[src/rtl/ds_tx_pkg.sv]
package ds_tx_pkg;
  localparam int BYTE_W = 8;
  localparam int CODE_W = 2;
  localparam int ESC_W  = 2 + CODE_W;

  typedef enum logic [CODE_W-1:0] {
    CODE_FCT = 2'b00,
    CODE_EOP = 2'b01,
    CODE_EEP = 2'b10,
    CODE_ESC = 2'b11
  } ctrl_code_e;

  typedef struct packed {
    logic              esc_prefix;
    logic              is_data;
    logic [BYTE_W-1:0] body;
  } char_sel_t;
endpackage

[src/rtl/ds_char_select.sv]
module ds_char_select
  import ds_tx_pkg::*;
(
  input  logic              load,
  input  logic              tc_valid,
  input  logic [BYTE_W-1:0] tc_value,
  input  logic              fct_valid,
  input  logic              req_valid,
  input  logic [1:0]        req_kind,
  input  logic [BYTE_W-1:0] req_byte,
  output char_sel_t         sel,
  output logic              tc_ready,
  output logic              fct_ready,
  output logic              req_ready
);
  localparam int PAD_W = BYTE_W - CODE_W;

  always_comb begin
    tc_ready       = 1'b0;
    fct_ready      = 1'b0;
    req_ready      = 1'b0;
    sel.esc_prefix = 1'b1;
    sel.is_data    = 1'b0;
    sel.body       = {{PAD_W{1'b0}}, CODE_FCT};
    if (tc_valid) begin
      sel.esc_prefix = 1'b1;
      sel.is_data    = 1'b1;
      sel.body       = tc_value;
      tc_ready       = load;
    end else if (fct_valid) begin
      sel.esc_prefix = 1'b0;
      sel.body       = {{PAD_W{1'b0}}, CODE_FCT};
      fct_ready      = load;
    end else if (req_valid) begin
      sel.esc_prefix = 1'b0;
      if (req_kind == 2'b00) begin
        sel.is_data = 1'b1;
        sel.body    = req_byte;
      end else if (req_kind == 2'b01) begin
        sel.body = {{PAD_W{1'b0}}, CODE_EOP};
      end else begin
        sel.body = {{PAD_W{1'b0}}, CODE_EEP};
      end
      req_ready = load;
    end
  end
endmodule

[src/rtl/ds_char_serializer.sv]
module ds_char_serializer
  import ds_tx_pkg::*;
(
  input  logic      clk,
  input  logic      rst_n,
  input  logic      tx_en,
  input  char_sel_t sel,
  output logic      load,
  output logic      bit_out
);
  localparam int MAIN_W = 2 + BYTE_W;
  localparam int MAX_W  = MAIN_W + ESC_W;
  localparam int CNT_W  = $clog2(MAX_W + 1);
  localparam int PAD_W  = BYTE_W - CODE_W;

  logic [MAX_W-1:0]  sh_q, sh_d;
  logic [CNT_W-1:0]  rem_q, rem_d;
  logic              prev_q, prev_d;

  logic              flag, pm, pe, pay_x;
  logic [MAIN_W-1:0] main_v;
  logic [CNT_W-1:0]  main_len, char_len;
  logic [MAX_W-1:0]  char_v;

  // character framing
  always_comb begin
    flag = ~sel.is_data;
    pe   = prev_q;
    pm   = sel.esc_prefix ? ~flag : ~(prev_q ^ flag);
    if (sel.is_data) begin
      main_v   = {sel.body, 1'b0, pm};
      main_len = CNT_W'(MAIN_W);
      pay_x    = ^sel.body;
    end else begin
      main_v   = {{PAD_W{1'b0}}, sel.body[CODE_W-1:0], 1'b1, pm};
      main_len = CNT_W'(ESC_W);
      pay_x    = ^sel.body[CODE_W-1:0];
    end
    if (sel.esc_prefix) begin
      char_v   = {main_v, CODE_ESC, 1'b1, pe};
      char_len = main_len + CNT_W'(ESC_W);
    end else begin
      char_v   = {{ESC_W{1'b0}}, main_v};
      char_len = main_len;
    end
  end

  // next state
  always_comb begin
    load    = tx_en && (rem_q == '0);
    sh_d    = sh_q;
    rem_d   = rem_q;
    prev_d  = prev_q;
    bit_out = 1'b0;
    if (!tx_en) begin
      sh_d   = '0;
      rem_d  = '0;
      prev_d = 1'b0;
    end else if (load) begin
      bit_out = char_v[0];
      sh_d    = char_v >> 1;
      rem_d   = char_len - CNT_W'(1);
      prev_d  = pay_x;
    end else begin
      bit_out = sh_q[0];
      sh_d    = sh_q >> 1;
      rem_d   = rem_q - CNT_W'(1);
    end
  end

  always_ff @(posedge clk or negedge rst_n) begin
    if (!rst_n) begin
      sh_q   <= '0;
      rem_q  <= '0;
      prev_q <= 1'b0;
    end else begin
      sh_q   <= sh_d;
      rem_q  <= rem_d;
      prev_q <= prev_d;
    end
  end

  assert_rem_range_R6: assert property (@(posedge clk) disable iff (!rst_n)
    rem_q < CNT_W'(MAX_W));
  assert_data_len_R1: assert property (@(posedge clk) disable iff (!rst_n)
    (load && sel.is_data && !sel.esc_prefix) |=> (rem_q == CNT_W'(MAIN_W - 1)));
  assert_ctrl_len_R2: assert property (@(posedge clk) disable iff (!rst_n)
    (load && !sel.is_data && !sel.esc_prefix) |=> (rem_q == CNT_W'(ESC_W - 1)));
  assert_tc_len_R4: assert property (@(posedge clk) disable iff (!rst_n)
    (load && sel.is_data && sel.esc_prefix) |=> (rem_q == CNT_W'(MAX_W - 1)));
endmodule

[src/rtl/ds_line_encoder.sv]
module ds_line_encoder (
  input  logic clk,
  input  logic rst_n,
  input  logic tx_en,
  input  logic bit_in,
  output logic dout,
  output logic sout
);
  logic d_q, d_d, s_q, s_d;

  always_comb begin
    d_d = 1'b0;
    s_d = 1'b0;
    if (tx_en) begin
      d_d = bit_in;
      s_d = (bit_in == d_q) ? ~s_q : s_q;
    end
  end

  always_ff @(posedge clk or negedge rst_n) begin
    if (!rst_n) begin
      d_q <= 1'b0;
      s_q <= 1'b0;
    end else begin
      d_q <= d_d;
      s_q <= s_d;
    end
  end

  assign dout = d_q;
  assign sout = s_q;

  assert_one_edge_R6: assert property (@(posedge clk) disable iff (!rst_n)
    tx_en |=> ($countones({dout ^ $past(dout), sout ^ $past(sout)}) == 1));
  assert_idle_low_R7: assert property (@(posedge clk) disable iff (!rst_n)
    !tx_en |=> (!dout && !sout));
endmodule

[src/rtl/ds_char_tx.sv]
module ds_char_tx
  import ds_tx_pkg::*;
(
  input  logic              clk,
  input  logic              rst_n,
  input  logic              tx_en,
  input  logic              tc_valid,
  input  logic [BYTE_W-1:0] tc_value,
  output logic              tc_ready,
  input  logic              fct_valid,
  output logic              fct_ready,
  input  logic              req_valid,
  input  logic [1:0]        req_kind,
  input  logic [BYTE_W-1:0] req_byte,
  output logic              req_ready,
  output logic              dout,
  output logic              sout
);
  char_sel_t sel;
  logic      load;
  logic      bit_out;

  ds_char_select u_select (
    .load      (load),
    .tc_valid  (tc_valid),
    .tc_value  (tc_value),
    .fct_valid (fct_valid),
    .req_valid (req_valid),
    .req_kind  (req_kind),
    .req_byte  (req_byte),
    .sel       (sel),
    .tc_ready  (tc_ready),
    .fct_ready (fct_ready),
    .req_ready (req_ready)
  );

  ds_char_serializer u_serializer (
    .clk     (clk),
    .rst_n   (rst_n),
    .tx_en   (tx_en),
    .sel     (sel),
    .load    (load),
    .bit_out (bit_out)
  );

  ds_line_encoder u_encoder (
    .clk    (clk),
    .rst_n  (rst_n),
    .tx_en  (tx_en),
    .bit_in (bit_out),
    .dout   (dout),
    .sout   (sout)
  );

  assert_fct_yields_R8: assert property (@(posedge clk) disable iff (!rst_n)
    fct_ready |-> !tc_valid);
  assert_req_yields_R8: assert property (@(posedge clk) disable iff (!rst_n)
    req_ready |-> (!tc_valid && !fct_valid));
  assert_single_ready_R9: assert property (@(posedge clk) disable iff (!rst_n)
    $onehot0({tc_ready, fct_ready, req_ready}));
  assert_no_ready_off_R7: assert property (@(posedge clk) disable iff (!rst_n)
    !tx_en |-> !(tc_ready || fct_ready || req_ready));
  assert_ready_once_R9: assert property (@(posedge clk) disable iff (!rst_n)
    req_ready |=> !req_ready);
endmodule

[config.mk]
export PLATFORM = sky130hd
export DESIGN_NAME = ds_char_tx
export DESIGN_NICKNAME = d
export VERILOG_FILES = /design/src/rtl/ds_tx_pkg.sv /design/src/rtl/ds_char_select.sv /design/src/rtl/ds_char_serializer.sv /design/src/rtl/ds_line_encoder.sv /design/src/rtl/ds_char_tx.sv
export SDC_FILE = /design/constraint.sdc
export NUM_CORES = 1
export LEC_CHECK = 0
export BUFFER_PORTS_ARGS = -buffer_cell sky130_fd_sc_hd__buf_2
export CAP_MARGIN = 0
export CORE_UTILIZATION = 53
export CTS_CLUSTER_DIAMETER = 200
export CTS_CLUSTER_SIZE = 24
export DETAILED_ROUTE_END_ITERATION = 6
export GPL_TIMING_DRIVEN = 0
export HOLD_SLACK_MARGIN = 0.03
export MAX_ROUTING_LAYER = met4
export PLACE_DENSITY_LB_ADDON = 0.12
export SLEW_MARGIN = 15
export SYNTH_ARGS = -nofsm -noshare
export SYNTH_HDL_FRONTEND = slang
export SYNTH_HIERARCHICAL = 1
export SYNTH_SLANG_ARGS = --single-unit
[constraint.sdc]
create_clock -name clk -period 2.5 [get_ports clk]
set_input_delay 0.25 -clock clk [delete_from_list [all_inputs] [get_ports clk]]
set_output_delay 0.25 -clock clk [all_outputs]
set_load 0.01 [all_outputs]
==> metrics, run 1 <==
initial antenna violation count=0; drc violations=0; Post-CTS Setup Bufs=0; Adder-Cell Fraction of Synth Area=approximately 3.0%; Cells after Synth=130; max_slew headroom=66.8%; Pleak=between 0.7 and 0.8 nW; Hold Violations, Final=0; FMAX=approximately 460 MHz; Final Max Tran Viols=0; sequential fraction of the synthesis area=between 30% and 40%; WL/cell=~14 um; number of placement rows=17; diode count=0; PortBufs=28; worst skew pair latency=roughly 300 ps; initial DRC count=32; Clock Skew=between 9 and 10 ps; Synth Area in Compound Gates=roughly 18%; Synthesis Warnings=6; Detailed Route WL=between 2000 and 3000 um; global route total overflow=0; Final setup viols=0; multiplexer area fraction after synthesis=under 10%; Die Width=50.8 um; Synth Register Bits=20; Critical Path RT=about 2700 ps; CTS max path bufs=2; die area=around 2600 sq um; share of layout cells above drive strength 1=27.8%; Post-Synth XOR/XNOR Area=7.04%; critical path class=in2reg; post-synthesis cell area=1260 sq um; Crit path max-delay family=buffers and inverters; critical path's slowest cell=clkbuf_1; io pins=29; CTS root buffer=clkbuf_4; Worst Hold Class=in2reg; Syn Area/Cell=9.71 sq um; PnR worst setup slack=between 300 and 400 ps; largest family of logic cells by synthesized area=simple AND/OR/NAND/NOR gates; CTS Buf Count=3; post-synthesis simple-gate area fraction=about a quarter; Starting Density=56.5%; GP Congestion=approximately 0.85; drt first pass iters=4; CP endpoint kind=flip-flop; # fillers=188; Final Cycle Share=around 87%; Final nets=190; min cycle time layout=2160 ps; Die Y-Extent=around 51 um; Critical Path Start=tc_valid; hpwl dp=~2100 um; CP max FO=10; CP startpoint kind=input port; Sinks on Clock Net=20; global-route wire length before repair=around 4500 um; routed vias=approximately 1100; core footprint=approximately 2200 sq um; CTS tree=done; HP Start=tx_en; Fin Setup TNS=0 ps; Netlist cell types=38; Place WS=-196 ps; PD cells=between 500 and 600 nW/um^2; CP Buf/Inv Count=4; CP max stage delay=slightly above 300 ps; Final Non-Filler Cells=between 150 and 200; vias per cell=approximately 5.6; Inst Count DP=~190; R2R Path Start=u_serializer/rem_q[3]$_DFF_PN0_; Worst Path Arrival=2360 ps; worst slew pin tran=494 ps; Clk pin slew, worst setup/hold paths=roughly 110 ps; H-tree depth=1; CP Cell Sequence=buf_2 > clkbuf_1 > o21bai_1 > clkbuf_2 > inv_1 > ha_1 > nor3b_1 > nor3b_2 > o21ai_0 > and3b_1; outcome=finished, final reports clean; Peak VDD IR=roughly 0.36 mV; GRT Util Overall=about a quarter; vias in the first global route=approximately 1000; post-route ant nets=0; RSZ-0062 raised after global routing=false; synth-to-layout area growth=17.7%; pin count of the biggest net entering global routing=21; Max-cap violations=0; syn nets=157
## where the power goes
group	internal (mW)	switching, mW
Clock	0.0887	0.0945
Combinational	0.135	0.139
Sequential	0.362	0.0299
## per-layer routing
metal | GRT usage, % | part of all wire, %
met1 | 32.1 | 50
met2 | 39.3 | 45
met3 | 4.55 | 4.4
met4 | 10.2 | 0.64
met5 | - | 0
## repair_timing
| action | 4_1_cts | 5_1_grt |
|---|---|---|
| hold buffers | 1 | 0 |
| gates resized for setup | 0 | 3 |
| setup endpoints to repair | 0 | 2 |
| endpoints found under the hold margin | 20 | 0 |
## metrics by stage
stage | power, mW | hold WS (ps) | util [%] | cell area [sq um]
global route | 0.909 | 183 | 66.6 | 1490
detailed placement | 0.669 | 221 | 64.4 | 1440
CTS | 0.858 | 180 | 66.4 | 1480
global placement | 0.659 | 214 | 64.4 | 1440
finish | 0.850 | 189 | 66.6 | 1490
floorplan | 0.589 | -45.6 | - | 1260
## synth_stat cells
cell type  count  share of area, %
a21boi_0       6               3.6
a21oi_1        5               2.0
a221oi_1       2               1.4
a22o_1         6               4.2
and2_1         3               1.5
and2_2         1              0.59
and3_1         1              0.50
and3b_1        1              0.69
and3b_2        1              0.79
buf_2          1              0.40
buf_6          1              0.89
clkbuf_1       5               1.5
dfrtp_1       20                40
ha_1           3               3.0
inv_1          6               1.8
mux2_2         2               1.8
nand2_1       11               3.3
nand3_1        4               1.6
nand4_1        3               1.5
nor2_1         8               2.4
nor2b_1        3               1.5
nor3_1         5               2.0
nor3_4         1               1.3
nor3b_1        7               4.2
nor4_4         1               1.7
nor4b_1        1              0.69
o211a_1        2               1.6
o211ai_1       2               1.2
o21ai_0        4               1.6
o21ai_1        1              0.40
o21bai_1       1              0.59
o31ai_1        2               1.2
or2_2          1              0.50
or3b_4         1              0.89
or4_4          1              0.89
xnor2_1        4               2.8
xnor3_1        2               3.6
xor2_1         1              0.69
## layout make-up
type                            count  area [sq um]  area share, %
Tap cell                           28          35.0           2.36
Multi-Input combinational cell     97           709           47.7
Clock buffer                        4          36.3           2.44
Timing Repair Buffer               29           150           10.1
Sequential cell                    20           500           33.7
Inverter                            6          22.5           1.52
Buffer                              6          32.5           2.19
## final timing paths
check	to	slack, ps	depth (start not counted)
setup / recovery	u_serializer/rem_q[2]$_DFF_PN0_	340	10
hold / removal	u_encoder/sout$_DFFE_PN0P_	190	2
max in group asynchronous	u_encoder/dout$_DFF_PN0_	1770	2
setup reg to reg	u_encoder/sout$_DFFE_PN0P_	520	6
min in group asynchronous	u_serializer/sh_q[1]$_DFF_PN0_	420	2
hold reg to reg	u_serializer/sh_q[4]$_DFF_PN0_	510	1
## sequential cells by signal, summed over array words and instances, names as in the netlist
signal	cells
u_serializer/sh_q	13
u_serializer/pe	1
u_encoder/dout	1
u_encoder/sout	1
u_serializer/rem_q	4
## logic make-up (layout without fill, tap and decap cells)
kind of cell | count (synthesis) | count (layout)
mux | 2 | 2
xor+xnor | 7 | 7
flops | 20 | 20
buf+inv | 13 | 45
fa+ha+maj | 3 | 3
compound gates | 31 | 31
simple gates | 54 | 54
## cells in the final DEF, fill, tap and decap left out, types with 2 or more instances in the layout
| master | count |
|---|---|
| a21boi_0 | 6 |
| a21oi_1 | 5 |
| a221oi_1 | 2 |
| a22o_1 | 6 |
| and2_1 | 3 |
| buf_2 | 29 |
| clkbuf_1 | 3 |
| clkbuf_4 | 3 |
| dfrtp_1 | 20 |
| ha_1 | 3 |
| inv_1 | 6 |
| mux2_2 | 2 |
| nand2_1 | 11 |
| nand3_1 | 4 |
| nand4_1 | 3 |
| nor2_1 | 8 |
| nor2b_1 | 3 |
| nor3_1 | 5 |
| nor3b_1 | 6 |
| o211a_1 | 2 |
| o211ai_1 | 2 |
| o21ai_0 | 4 |
| o31ai_1 | 2 |
| xnor2_1 | 4 |
| xnor3_1 | 2 |
Note: power is estimated with default switching activity, not from simulation.
==> inputs of run 2 (changes only) <==
--- a/config.mk
+++ b/config.mk
@@ -7,6 +7,7 @@
 export LEC_CHECK = 0
 export BUFFER_PORTS_ARGS = -buffer_cell sky130_fd_sc_hd__buf_2
 export CAP_MARGIN = 0
+export CORE_MARGIN = 8
 export CORE_UTILIZATION = 53
 export CTS_CLUSTER_DIAMETER = 200
 export CTS_CLUSTER_SIZE = 24
==> run 2 against run 1 <==
Effect of this change: cell area unchanged; die area is 63% higher; non-clock buffer count grew 1; total power is 0.33% higher; largest cell class unchanged.
==> metrics, run 2 (synthesized netlist as in run 1, its figures left out) <==
die area=4200 sq um (+63%); Hold Worst Slack=179 ps (-10.2 ps); CP Cell Sequence=buf_2 > nor4b_1 > or2_2 > clkbuf_1 > inv_1 > ha_1 > nor3b_1 > nor3b_1 > o21ai_0 > and3b_1; Final Non-Filler Cells=191 (+0.53%); core footprint=2230 sq um (unchanged); worst slew pin tran=548 ps (+53.9 ps); commonest non-fill, non-tap cells in the layout=29 x buf_2, 20 x dfrtp_1, 11 x nand2_1; RSZ-0062 raised after global routing=false; CP most frequent cell=nor3b_1; CP endpoint kind=flip-flop; PortBufs=28 (unchanged); share of layout cells above drive strength 1=27.6% (-0.17 points); pin count of the biggest net entering global routing=21 (unchanged); CP startpoint kind=input port; FMAX=443 MHz (-4.1%); Die Width=64.8 um (+28%); combinational share of power=32.0% (-0.2 points); Reg2Reg Capture Point=u_encoder/sout$_DFFE_PN0P_; Net Sw Frac=31.3% (+0.21 points); GRT Util Overall=14.7% (-10 points); max_slew headroom=63.2% (-3.6 points); Detailed Route WL=2800 um (+4.5%); PD cells=573 nW/um^2 (+0.33%); hpwl dp=2170 um (+5.7%); CP Buf/Inv Count=3 (-1); Fin Setup TNS=0 ps (unchanged); internal power=0.586 mW (about the same); Final Max Tran Viols=0 (unchanged); initial antenna violation count=0 (unchanged); Peak VDD IR=0.381 mV (+6.9%); synth-to-layout area growth=17.7% (unchanged); CP max FO=10 (unchanged); CTS Buf Count=3 (unchanged); clock share of power=22.0% (+0.4 points); WL/cell=14.6 um (+3.9%); Clk pin slew, worst setup/hold paths=120 ps (about the same); CTS root buffer=clkbuf_4; io pins=29 (unchanged); hold depth=2 (unchanged); Final nets=191 (+0.53%); diode count=0 (unchanged); CP max stage delay=360 ps (+50 ps); number of placement rows=17 (unchanged); R2R Path Start=u_serializer/rem_q[3]$_DFF_PN0_; GP Congestion=0.843 (-1.3%); Sinks on Clock Net=20 (unchanged); vias in the first global route=1125 (+11%); Final setup viols=0 (unchanged); initial DRC count=25 (-22%); Inst Count DP=186 (unchanged); Clock Skew=11.6 ps (+2.54 ps); H-tree depth=1 (unchanged); Util after Layout=66.6% (unchanged); worst skew pair latency=310 ps (about the same); Largest regs=u_serializer/sh_q: 13 flops, u_serializer/rem_q: 4 flops; Worst Hold Class=in2reg; Critical Path Start=req_kind[0]; Switch Pwr=0.266 mW (+1.0%); hold-critical path endpoint=u_encoder/sout$_DFFE_PN0P_; outcome=finished, final reports clean; Pleak=0.712 nW (+0.25%); CTS tree=done; Starting Density=56.5% (unchanged); min cycle time layout=2260 ps (+91.5 ps); drt first pass iters=4 (unchanged); Top reg by flops=u_serializer/sh_q; CTS max path bufs=2 (unchanged); global-route wire length before repair=4870 um (+7.3%); HP Start=tx_en; Worst Path Arrival=2470 ps (+110 ps); Critical Path RT=2710 ps (about the same); max reg flops=13 (unchanged); vias per cell=5.63 (+0.79%); commonest non-fill, non-tap cell in the layout=buf_2; R2R cell count=6 (unchanged); drc violations=0 (unchanged); post-route ant nets=0 (unchanged); r2r setup slk=500 ps (-20 ps); Max-cap violations=0 (unchanged); Final Cycle Share=90.2% (+3.7 points); Die Y-Extent=64.8 um (+28%); global route total overflow=0 (unchanged); Seq pwr share=46.0% (-0.2 points); Crit path max-delay family=simple AND/OR/NAND/NOR gates; routed vias=1076 (+1.3%); critical path class=in2reg; Hold Violations, Final=0 (unchanged); critical path's slowest cell=clkbuf_1
[run 2: cell count changes in the layout (fill, tap and decap cells not counted), sizes merged]
cell,delta
clkbuf,+1
[run 2: layer usage]
metal	global-route usage, %	part of all wire (%)
met5	-	0
met4	7.08	1.8
met1	19.2	53
met2	21.5	42
met3	2.75	2.4
[run 2: cell type report]
class / instances / area, sq um
well taps: 28 / 35.0
flip-flops and latches: 20 / 500
multi-input cells: 97 / 704
repair buffers: 29 / 150
plain buffers: 7 / 37.5
inverters: 6 / 22.5
clock buffers: 4 / 36.3
fillers: 186 / 747
[run 2: timing repair]
item,in CTS,in global routing
buffers inserted,0,0
hold buffers,1,0
gates resized for setup,0,4
endpoints found under the setup margin,0,2
endpoints found under the hold margin,20,0
[run 2: power by group through the flow]
stage               sequential, mW  clock, mW  combinational [mW]
floorplan                    0.396          0               0.192
global placement             0.396          0               0.265
detailed placement           0.398          0               0.271
CTS                          0.392      0.195               0.274
global route                 0.397      0.203               0.302
finish                       0.392      0.188               0.273
[run 2: worst max path at each step]
stage	cells past startpoint	endpoint	slack (ps)
finish	10	u_serializer/rem_q[2]$_DFF_PN0_	240
global route	10	u_serializer/rem_q[2]$_DFF_PN0_	30
CTS	10	u_serializer/rem_q[2]$_DFF_PN0_	130
detailed placement	10	u_serializer/rem_q[2]$_DFF_PN0_	-200
global placement	10	u_serializer/rem_q[2]$_DFF_PN0_	-90
floorplan	9	u_serializer/rem_q[2]$_DFF_PN0_	300
[run 2: per-stage QoR]
step	setup WS [ps]	cell area [sq um]	power, mW
finish	244	1490	0.852
CTS	129	1480	0.861
global route	27.5	1490	0.902
global placement	-93.2	1440	0.661
detailed placement	-196	1440	0.669
floorplan	299	1260	0.589
==> inputs of run 3 (changes only) <==
--- a/config.mk
+++ b/config.mk
@@ -5,13 +5,13 @@
 export SDC_FILE = /design/constraint.sdc
 export NUM_CORES = 1
 export LEC_CHECK = 0
-export BUFFER_PORTS_ARGS = -buffer_cell sky130_fd_sc_hd__buf_2
 export CAP_MARGIN = 0
 export CORE_MARGIN = 8
 export CORE_UTILIZATION = 53
 export CTS_CLUSTER_DIAMETER = 200
 export CTS_CLUSTER_SIZE = 24
 export DETAILED_ROUTE_END_ITERATION = 6
+export DONT_BUFFER_PORTS = 1
 export GPL_TIMING_DRIVEN = 0
 export HOLD_SLACK_MARGIN = 0.03
 export MAX_ROUTING_LAYER = met4
==> run 3 against run 2 <==
Effect of this change: combinational power down 12%; critical path type unchanged; critical endpoint unchanged; setup slack worse by 34 ps; global-route usage down 0.51 points; largest power group unchanged; non-clock buffer count down 28; sequential share of layout area up 3.6 points; first-iteration DRC count up 76%; via count down 7.7%; highest routed layer unchanged; core utilization down 6.4 points; count of clock-buffer cells in the layout unchanged.
==> metrics, run 3 (synthesized netlist as in run 1, its figures left out) <==
pin count of the biggest net entering global routing=21 (unchanged); CP endpoint kind=flip-flop; Inst Count DP=158 (-15%); Worst Hold Class=in2reg; RSZ-0062 raised after global routing=false; H-tree depth=1 (unchanged); vias per cell=6.09 (+8.1%); initial antenna violation count=0 (unchanged); Clock Skew=4.21 ps (-7.35 ps); number of placement rows=17 (unchanged); CTS tree=done; critical path's slowest cell=clkbuf_1; max_slew headroom=40.2% (-23 points); Resized cells post-CTS=0 (unchanged); CP startpoint kind=input port; FMAX=437 MHz (-1.5%); Die Width=64.8 um (unchanged); Sinks on Clock Net=20 (unchanged); Detailed Route WL=2720 um (-2.7%); initial DRC count=44 (+76%); Top reg by flops=u_serializer/sh_q; CP Cell Sequence=clkbuf_1 > o21bai_1 > clkbuf_1 > inv_1 > ha_1 > nor3b_1 > nor3b_1 > o21ai_0 > and3b_1; Max-cap violations=0 (unchanged); vias in the first global route=1051 (-6.6%); Pleak=0.589 nW (-17%); Hold Violations, Final=0 (unchanged); CTS root buffer=clkbuf_4; Die Y-Extent=64.8 um (unchanged); drt first pass iters=4 (unchanged); CP max FO=10 (unchanged); CP max stage delay=400 ps (+40 ps); total power after layout=0.816 mW (-4.2%); PD cells=607 nW/um^2 (+5.9%); global route total overflow=0 (unchanged); io pins=29 (unchanged); r2r setup slk=510 ps (about the same); Final Cycle Share=91.6% (+1.4 points); WL/cell=16.7 um (+14%); CTS max path bufs=2 (unchanged); routed vias=993 (-7.7%); max reg flops=13 (unchanged); PortBufs=0 (-100%); post-route ant nets=0 (unchanged); GP Congestion=0.876 (+3.9%); commonest non-fill, non-tap cells in the layout=20 x dfrtp_1, 11 x nand2_1, 8 x nor2_1; Peak VDD IR=0.350 mV (-8.1%); core footprint=2230 sq um (unchanged); Clk pin slew, worst setup/hold paths=110 ps (about the same); Final Max Tran Viols=0 (unchanged); share of layout cells above drive strength 1=11.1% (-16 points); Starting Density=56.5% (unchanged); diode count=0 (unchanged); critical path class=in2reg; CTS Buf Count=3 (unchanged); GRT Util Overall=14.2% (-0.51 points); Post-CTS Setup Bufs=0 (unchanged); drc violations=0 (unchanged); Worst Path Arrival=2480 ps (about the same); Fin Setup TNS=0 ps (unchanged); Largest regs=u_serializer/sh_q: 13 flops, u_serializer/rem_q: 4 flops; worst skew pair latency=290 ps (-20 ps); Final Non-Filler Cells=163 (-15%); Final setup viols=0 (unchanged); min cycle time layout=2290 ps (+34.0 ps); global-route wire length before repair=4730 um (-2.8%); outcome=finished, final reports clean; hold buffers post-CTS=1 (unchanged); Critical Path RT=2690 ps (-20 ps); Util after Layout=60.2% (-6.4 points); hpwl dp=2100 um (-3.3%); worst slew pin tran=895 ps (+347 ps); die area=4200 sq um (unchanged); synth-to-layout area growth=6.44%; commonest non-fill, non-tap cell in the layout=dfrtp_1; Final nets=163 (-15%)
==> run 3: worst max-delay path, delay by kind of cell <==
kind | cells | cell delay, ps
AND/OR/NAND/NOR | 3 | 710
adder cells (fa/ha/maj) | 1 | 300
buffers and inverters | 3 | 830
AO/OA/AOI/OAI | 2 | 390
==> run 3: report_power, final <==
group / internal, mW / total [mW] / switching [mW]
Sequential: 0.362 / 0.398 / 0.0353
Clock: 0.0886 / 0.180 / 0.0915
Combinational: 0.116 / 0.239 / 0.123
Total: 0.567 / 0.816 / 0.250
==> run 3: layout make-up <==
cell class / count / area [sq um]
tap: 28 / 35.0
fill: 206 / 890
inverter: 6 / 22.5
buffer: 7 / 35.0
clock buffer: 4 / 36.3
multi-input combinational: 97 / 704
timing repair buffer: 1 / 10.0
sequential: 20 / 500
==> run 3: final timing paths <==
check                                             endpoint                       startpoint  depth (start not counted)
hold / removal                  u_encoder/sout$_DFFE_PN0P_                            tx_en                          1
hold reg to reg             u_serializer/sh_q[8]$_DFF_PN0_   u_serializer/sh_q[9]$_DFF_PN0_                          2
setup reg to reg                u_encoder/sout$_DFFE_PN0P_  u_serializer/rem_q[3]$_DFF_PN0_                          6
min in group asynchronous       u_encoder/sout$_DFFE_PN0P_                            rst_n                          1
max in group asynchronous   u_serializer/sh_q[1]$_DFF_PN0_                            rst_n                          1
setup / recovery           u_serializer/rem_q[2]$_DFF_PN0_                         tc_valid                          9
==> run 3: metrics by stage <==
stage,hold slack [ps],worst slack (ps),instance area (sq um)
2_1_floorplan,-45.6,299,1260
3_3_place_gp,-44.8,26.0,1300
3_5_place_dp,-44.8,-25.8,1300
4_1_cts,70.5,309,1340
5_1_grt,77.8,51.0,1340
6_report,82.7,210,1340
==> run 3: metal layers <==
layer	vias up	part of all wire [%]	GRT usage (%)
li1	476	-	-
met1	474	50	19.0
met2	39	44	20.5
met3	4	5.5	3.26
met4	0	0.92	5.18
met5	-	0	-
